--- src/rtl/gpio_port_pkg.sv ---
package gpio_port_pkg;
   localparam int unsigned ADDR_W = 3;

   typedef enum logic [ADDR_W-1:0] {
      RA_DATA  = 3'd0,
      RA_DIR   = 3'd1,
      RA_PIN   = 3'd2,
      RA_PULL  = 3'd3,
      RA_POL   = 3'd4,
      RA_IEN   = 3'd5,
      RA_FLAG  = 3'd6,
      RA_SPARE = 3'd7
   } gpio_reg_e;
endpackage

--- src/rtl/gpio_sync.sv ---
module gpio_sync #(
   parameter int unsigned W      = 8,
   parameter int unsigned STAGES = 2
) (
   input  logic         clk,
   input  logic         rst,
   input  logic [W-1:0] async_in,
   output logic [W-1:0] sync_out
);
   if (STAGES < 2) begin : g_bad_stages
      $error("gpio_sync: STAGES must be at least 2");
   end

   logic [W-1:0] stg [STAGES];

   for (genvar g = 0; g < STAGES; g++) begin : g_stage
      if (g == 0) begin : g_first
         always_ff @(posedge clk) begin
            if (rst) stg[g] <= '0;
            else     stg[g] <= async_in;
         end
      end else begin : g_next
         always_ff @(posedge clk) begin
            if (rst) stg[g] <= '0;
            else     stg[g] <= stg[g-1];
         end
      end
   end

   assign sync_out = stg[STAGES-1];
endmodule

--- src/rtl/gpio_edge_flags.sv ---
module gpio_edge_flags #(
   parameter int unsigned W = 8
) (
   input  logic         clk,
   input  logic         rst,
   input  logic [W-1:0] sync_in,
   input  logic [W-1:0] pol,
   input  logic [W-1:0] clr_mask,
   output logic [W-1:0] flag
);
   logic [W-1:0] prev;
   logic [W-1:0] hit;

   for (genvar i = 0; i < W; i++) begin : g_det
      always_comb begin
         if (pol[i]) hit[i] = sync_in[i] & ~prev[i];
         else        hit[i] = ~sync_in[i] & prev[i];
      end
   end

   always_ff @(posedge clk) begin
      if (rst) begin
         prev <= '0;
         flag <= '0;
      end else begin
         prev <= sync_in;
         flag <= (flag & ~clr_mask) | hit;
      end
   end

   // a clear with no coinciding edge empties the flag
   assert_clear_R8: assert property (@(posedge clk) disable iff (rst)
      1'b1 |=> ((flag & $past(clr_mask & ~hit)) == '0));

   // an edge in the clear cycle still leaves the flag set
   assert_set_wins_R8: assert property (@(posedge clk) disable iff (rst)
      1'b1 |=> ((flag & $past(hit)) == $past(hit)));

   for (genvar i = 0; i < W; i++) begin : g_chk
      assert_fall_R7: assert property (@(posedge clk) disable iff (rst)
         ($fell(sync_in[i]) && !pol[i]) |=> flag[i]);
      assert_rise_R7: assert property (@(posedge clk) disable iff (rst)
         ($rose(sync_in[i]) && pol[i]) |=> flag[i]);
   end
endmodule

--- src/rtl/gpio_pad_mux.sv ---
module gpio_pad_mux #(
   parameter int unsigned W = 8
) (
   input  logic         clk,
   input  logic         rst,
   input  logic [W-1:0] dir,
   input  logic [W-1:0] latch,
   input  logic [W-1:0] pull_en,
   input  logic [W-1:0] pol,
   input  logic [W-1:0] alt_en,
   input  logic [W-1:0] alt_val,
   output logic [W-1:0] pad_oe,
   output logic [W-1:0] pad_out,
   output logic [W-1:0] pad_pull_en,
   output logic [W-1:0] pad_pull_dn
);
   for (genvar i = 0; i < W; i++) begin : g_bit
      always_comb begin
         pad_oe[i]      = dir[i] | alt_en[i];
         pad_out[i]     = alt_en[i] ? alt_val[i] : latch[i];
         pad_pull_en[i] = pull_en[i];
         pad_pull_dn[i] = pull_en[i] & pol[i];
      end
   end

   assert_alt_drive_R4: assert property (@(posedge clk) disable iff (rst)
      ((alt_en & ~pad_oe) == '0) && (((pad_out ^ alt_val) & alt_en) == '0));

   assert_pull_dir_R3: assert property (@(posedge clk) disable iff (rst)
      (pad_pull_dn & ~pad_pull_en) == '0);
endmodule

--- src/rtl/gpio_port.sv ---
module gpio_port
   import gpio_port_pkg::*;
#(
   parameter int unsigned W           = 8,
   parameter int unsigned SYNC_STAGES = 2
) (
   input  logic              clk,
   input  logic              rst,
   input  logic              reg_wr,
   input  logic [ADDR_W-1:0] reg_addr,
   input  logic [W-1:0]      reg_wdata,
   output logic [W-1:0]      reg_rdata,
   input  logic [W-1:0]      alt_en,
   input  logic [W-1:0]      alt_val,
   input  logic [W-1:0]      pad_in,
   output logic [W-1:0]      pad_oe,
   output logic [W-1:0]      pad_out,
   output logic [W-1:0]      pad_pull_en,
   output logic [W-1:0]      pad_pull_dn,
   output logic              irq
);
   if (W < 1) begin : g_bad_width
      $error("gpio_port: W must be at least 1");
   end

   logic [W-1:0] latch_q, dir_q, pull_q, pol_q, ien_q;
   logic [W-1:0] pin_s, flag_q, clr_mask;
   gpio_reg_e    sel;

   assign sel      = gpio_reg_e'(reg_addr);
   assign clr_mask = (reg_wr && sel == RA_FLAG) ? reg_wdata : '0;

   always_ff @(posedge clk) begin
      if (rst) begin
         latch_q <= '0;
         dir_q   <= '0;
         pull_q  <= '0;
         pol_q   <= '0;
         ien_q   <= '0;
         irq     <= 1'b0;
      end else begin
         irq <= |(flag_q & ien_q);
         if (reg_wr) begin
            case (sel)
               RA_DATA: latch_q <= reg_wdata;
               RA_DIR:  dir_q   <= reg_wdata;
               RA_PULL: pull_q  <= reg_wdata;
               RA_POL:  pol_q   <= reg_wdata;
               RA_IEN:  ien_q   <= reg_wdata;
               default: ;
            endcase
         end
      end
   end

   always_comb begin
      case (sel)
         RA_DATA: reg_rdata = (dir_q & latch_q) | (~dir_q & pin_s);
         RA_DIR:  reg_rdata = dir_q;
         RA_PIN:  reg_rdata = pin_s;
         RA_PULL: reg_rdata = pull_q;
         RA_POL:  reg_rdata = pol_q;
         RA_IEN:  reg_rdata = ien_q;
         RA_FLAG: reg_rdata = flag_q;
         default: reg_rdata = '0;
      endcase
   end

   gpio_sync #(.W(W), .STAGES(SYNC_STAGES)) u_sync (
      .clk(clk), .rst(rst), .async_in(pad_in), .sync_out(pin_s)
   );

   gpio_edge_flags #(.W(W)) u_edge (
      .clk(clk), .rst(rst), .sync_in(pin_s), .pol(pol_q),
      .clr_mask(clr_mask), .flag(flag_q)
   );

   gpio_pad_mux #(.W(W)) u_pad (
      .clk(clk), .rst(rst), .dir(dir_q), .latch(latch_q),
      .pull_en(pull_q), .pol(pol_q), .alt_en(alt_en), .alt_val(alt_val),
      .pad_oe(pad_oe), .pad_out(pad_out),
      .pad_pull_en(pad_pull_en), .pad_pull_dn(pad_pull_dn)
   );

   // with no enabled flag for two cycles the request is low
   assert_irq_low_R9: assert property (@(posedge clk) disable iff (rst)
      (((flag_q & ien_q) == '0) && $past((flag_q & ien_q) == '0)) |-> !irq);

   // an enabled flag held for a cycle gives a high request
   assert_irq_high_R9: assert property (@(posedge clk) disable iff (rst)
      ($past((flag_q & ien_q) != '0)) |-> irq);

   // first cycle out of reset shows inputs, no pulls, no request
   assert_reset_state_R1: assert property (@(posedge clk) disable iff (rst)
      $past(rst) |-> (pad_oe == alt_en && pad_pull_en == '0 && !irq));
endmodule

--- config.mk ---
export PLATFORM = sky130hd
export DESIGN_NAME = gpio_port
export DESIGN_NICKNAME = d
export VERILOG_FILES = /design/src/rtl/gpio_port_pkg.sv /design/src/rtl/gpio_sync.sv /design/src/rtl/gpio_edge_flags.sv /design/src/rtl/gpio_pad_mux.sv /design/src/rtl/gpio_port.sv
export SDC_FILE = /design/constraint.sdc
export NUM_CORES = 1
export LEC_CHECK = 0
export CAP_MARGIN = 20
export CORE_MARGIN = 5
export CORE_UTILIZATION = 55
export CTS_CLUSTER_DIAMETER = 50
export DETAILED_ROUTE_END_ITERATION = 16
export DONT_BUFFER_PORTS = 1
export GPL_TIMING_DRIVEN = 0
export PLACE_DENSITY = 0.75
export SLEW_MARGIN = 30
export SYNTH_ARGS = -nofsm -noshare
export SYNTH_HDL_FRONTEND = slang
export SYNTH_SLANG_ARGS = --single-unit
--- constraint.sdc ---
create_clock -name clk -period 1.7 [get_ports clk]
set_clock_uncertainty 0.15 [all_clocks]
set_input_delay 0.34 -clock clk [delete_from_list [all_inputs] [get_ports clk]]
set_output_delay 0.34 -clock clk [all_outputs]
set_load 0.01 [all_outputs]
; ---- Yosys cells after proc, flatten, opt, wreduce, memory -nomap -nowiden
; Memory sizes are Yosys's and may differ from the RTL's.
; Index checks and enable logic that the tools add are counted.
; W data, S select, Z words.
[word_totals]
regBits = 57
mem_bits_rw = 16
input_bits = 38
out_inout_bits = 41
elab_cells = 104
memories = 1
[mem_list]
columns = memory, depth, width, read_ports, rd_ports_with_merged_regs, write_ports, line_no
row1 = u_sync.stg, 2, 8, 2, 0, 2, gpio_sync.sv:14  ; logic [W-1:0] stg [STAGES];
[op_classes]
eq_ne = 6
n_mux = 23
bitwise_logic = 58
reduce_logical = 8
[op_table]
columns = operator, n
row1 = $pmux W8 S7, 1
row2 = $and A8 B8 Y8, 4
row3 = $and A1 B1 Y1, 24
row4 = $mux W8, 3
row5 = $mux W1, 19
row6 = $not A1 Y1, 16
row7 = $not A8 Y8, 2
row8 = $or A8 B8 Y8, 2
row9 = $or A1 B1 Y1, 10
row10 = $reduce_and A2 Y1, 5
row11 = $eq A3 B3 Y1 const B, 3
row12 = $reduce_or A8 Y1, 1
row13 = $eq A3 B2 Y1 const B, 2
row14 = $eq A3 B1 Y1 const B, 1
row15 = $logic_not A3 Y1, 1
row16 = $logic_and A1 B1 Y1, 1

; ---- Longest topological paths before layout
[logic_depth]
depth_word = 6
ltp_mapped = 6
depth_no_buf = 3

; ---- By module
; Synthesis repeated with hierarchy kept, for this count alone.
[unflattened]
hier_cells = 372
area_unflattened_um2 = 3525.9
[modules_own_cells]
columns = mod, instances, cells_each, area_per_inst_um2, seq_area_each_um2
row1 = gpio_port, 1, 250, 2167.1, 820.8
row2 = gpio_edge_flags, 1, 57, 614.3, 320.3
row3 = gpio_sync, 1, 33, 464.2, 320.3
row4 = gpio_pad_mux, 1, 32, 280.3, 0.0

; ---- Worst setup path before layout
; Ideal clock, no wire load.
[synth_timing]
path_type = input to output
from = input port reg_addr[0]
to = output port reg_rdata[3]
t_arrival_ns = 1.298
setup_slack_ns = -0.088
path_stages = 5
cell_sequence = buf_6 buf_6 buf_6 o31a_1 o32ai_1
[synth_between]
elab_chain_len = 2
elab_cells_between_ends = 8
cone_classes = eq/ne: 6 / mux: 1 / reduce/logical: 1
[synth_lines]
columns = element, line_no
row1 = start: declaration, gpio_port.sv:10  ; input logic [ADDR_W-1:0] reg_addr,
row2 = "$eq A3 B3 Y1, or another cell as far along", gpio_port.sv:57  ; case (sel)
row3 = $pmux W8 S7 *, gpio_port.sv:57
row4 = end: declaration, gpio_port.sv:12  ; output logic [W-1:0] reg_rdata,
; Mark *: on every way between the ends. The rest lies on a longest branch, timed or not.

; ---- Worst setup path after layout
[layout_timing]
from = input port reg_addr[2]
to = output port reg_rdata[4]
; Same word-level chain as after synthesis.

==> qor.csv <==
metric,value,unit
met2_usage,41.8,%
areaGrowthSynthToFinish,21.2,%
synth_compound_area_share,13.3,%
cp_data_arrival_time,1400,ps
fmax,528,MHz
wire_per_inst,21.0,um
max-slew-margin-rel,52.8,%
synth_top_cells_by_area,"dfxtp_1 (43%), mux2i_1 (11%), nand2_1 (5.4%)",
outcome,"complete, but fails checks",
setup_viol,8,
postLayoutSetupSlackWorst,-193,ps
leakage,1.48,nW
busiest_layer,met2,
yosys.area_share.adder,0,%
place_congestion,0.871,
grt_use_total,26.4,%
period_share,111,%
hold_slack,-4.02,ps
worstPathMaxFanout,10,
cp-start-kind,input port,
fp-row-count,28,
ir_worst_vdd,0.590,mV
die_w,88.8,um
diodes,0,
core_area,0.00599,sq mm
fin_nets,448,
cts_sinks,73,
synthSimpleGateAreaFrac,23.4,%
root_buffer,clkbuf_8,
p_per_area,896,mW/mm^2
power,3.71,mW
tightest_slew,704,ps
synth.cell_area,0.00342,sq mm
dpl.cell_count,451,
htreeDepth,3,
preCtsSetupSlack,-212,ps
hold_viol,3,
clkLatencyLatePin,350,ps
drtIter0Drc,435,
ys_types,42,
cts_tree,built,
synth_mux_area_share,13.8,%
num-fill-cells,451,
synth_top_area_share,42.8,%
end_kind,primary output,
syn_inst,376,
grt_setup_unrepaired,true,
synth_top_family_by_area,simple AND/OR/NAND/NOR gates,
synth_xor_area_share,0,%
synth_area_per_cell,9.08,sq um
period_needed,1890,ps
vias_per_cell,6.20,
post-route-drc-count,0,
clk_path_buf_depth,2,
synthesis.nets,414,
violations,"negative hold slack, negative setup slack",
ys_seq_area_share,42.8,%
grt_max_degree,12,
use_met3,5.40,%
io_buffers,0,
synth_seq_cells,73,
ys_warn_count,0,
tns,-829,ps
die_height,88.8,um
start_util,57.0,%
overflow,0,
grt_pass1_vias,2814,
dieArea,0.00789,sq mm
grt_pass1_wl,15300,um
final_max_slew_viol_count,0,
cts_buffers,9,
clkTransAtPathRegs,70,ps
met1_usage,35.6,%
io-pin-count,79,
drive_gt1_share,20.0,%
antenna_found_initial,0,
hold_path.class,in -> reg,
fin_cells,489,
via_count,3033,
drt-pass1-iter-count,5,
wl,10300,um
drv_cap,0,
yosysTopAreaCell,dfxtp_1,
critPathRequiredTime,1210,ps
dp_hpwl,6250,um
crit_type,in -> out,
postRouteAntennaNets,0,
[critical path: stages]
cell	delay [ps]
buf_6	120
buf_6	190
mux2i_1	220
o22ai_1	120
a311o_1	410
[per-layer routing]
| layer | vias to the layer above | share of wire, % |
|---|---|---|
| li1 | 1374 | - |
| met1 | 1451 | 41 |
| met2 | 174 | 47 |
| met3 | 34 | 9.6 |
| met4 | 0 | 2.6 |
| met5 | - | 0 |
[cell families (layout without fill, tap and decap cells)]
logic type	after synthesis	in the layout
AOI/OAI and AO/OA	71	71
buffers and inverters	41	79
DFF	73	73
muxes	46	46
and+or+nand+nor	145	145
[state kept, by name, indices dropped and copies added, names as in the netlist]
| register | cells |
|---|---|
| u_sync.stg | 16 |
| dir_q | 8 |
| ien_q | 8 |
| latch_q | 8 |
| pol_q | 8 |
| pull_q | 8 |
| u_edge.flag | 8 |
| u_edge.prev | 8 |
| irq | 1 |
[cells in the mapped netlist, drive strengths merged]
library cell,count
dfxtp,73
nand2,49
mux2i,37
a21oi,26
nor2b,24
nor2,21
inv,17
buf,16
nand3b,12
mux2,9
o21ai,9
a31oi,8
and2,8
clkbuf,8
or2,8
o22ai,6
nand2b,5
a22oi,4
or3b,4
a211o,3
nand4b,3
o32ai,3
or3,3
a311o,2
and4b,2
nand3,2
o221ai,2
o22a,2
a221oi,1
a22o,1
a41oi,1
and4bb,1
nor4b,1
nor4bb,1
o221a,1
o2bb2ai,1
o31a,1
or4b,1
[repair_timing]
| item | CTS | global route |
|---|---|---|
| pin swaps | 11 | 4 |
| hold buffers | 15 | 0 |
| endpoints found under the hold margin | 35 | 0 |
| gates resized for setup | 31 | 12 |
| setup buffers | 4 | 4 |
| setup endpoints to repair | 8 | 8 |
[metrics by stage]
stage / hold WS (ps) / instance area (sq um) / utilization, %
4_1_cts: 0.0124 / 4080 / 68.1
2_1_floorplan: 264 / 3440 / -
3_3_place_gp: 268 / 3540 / 59.1
5_1_grt: 9.09 / 4140 / 69.1
3_5_place_dp: 272 / 3540 / 59.1
6_report: -4.02 / 4140 / 69.1
[path summary, 6_finish.rpt]
check / from / end / slack, ps / cells past startpoint
max: reg_addr[2] / reg_rdata[4] / -190 / 5
min: reg_wdata[7] / dir_q[7]$_SDFFE_PP0P_ / -4 / 2
max reg2reg: pol_q[2]$_SDFFE_PP0P_ / u_edge.flag[2]$_SDFF_PP0_ / 450 / 2
min reg2reg: u_sync.stg[0][1]$_SDFF_PP0_ / u_sync.stg[1][1]$_SDFF_PP0_ / 290 / 1
[final cells by class]
cell class / instances / area [sq um] / share of cell area [%]
clock buffers: 12 / 145 / 3.51
plain buffers: 24 / 205 / 4.96
inverters: 17 / 63.8 / 1.54
well taps: 75 / 93.8 / 2.27
flip-flops and latches: 73 / 1490 / 35.9
repair buffers: 23 / 223 / 5.38
clock inverters: 3 / 65.1 / 1.57
multi-input cells: 262 / 1860 / 44.8
[report_power, final]
group | leakage, nW | switching (mW) | internal (mW)
registers | 0.601 | 0.0450 | 1.76
logic | 0.769 | 0.222 | 0.187
clock network | 0.106 | 0.640 | 0.858
total | 1.48 | 0.907 | 2.80
[cell usage in the layout, fill, tap and decap left out, drive strengths merged, types with 2 or more instances in the layout]
| master | n |
|---|---|
| a211o | 3 |
| a21oi | 26 |
| a22oi | 4 |
| a311o | 2 |
| a31oi | 8 |
| and2 | 8 |
| and4b | 2 |
| buf | 24 |
| bufinv | 2 |
| clkbuf | 20 |
| dfxtp | 73 |
| dlygate4sd3 | 15 |
| inv | 17 |
| mux2 | 9 |
| mux2i | 37 |
| nand2 | 49 |
| nand2b | 5 |
| nand3 | 2 |
| nand3b | 12 |
| nand4b | 3 |
| nor2 | 21 |
| nor2b | 24 |
| o21ai | 9 |
| o221ai | 2 |
| o22a | 2 |
| o22ai | 6 |
| o32ai | 3 |
| or2 | 8 |
| or3 | 3 |
| or3b | 4 |
Power figures use the tool's default switching activity.
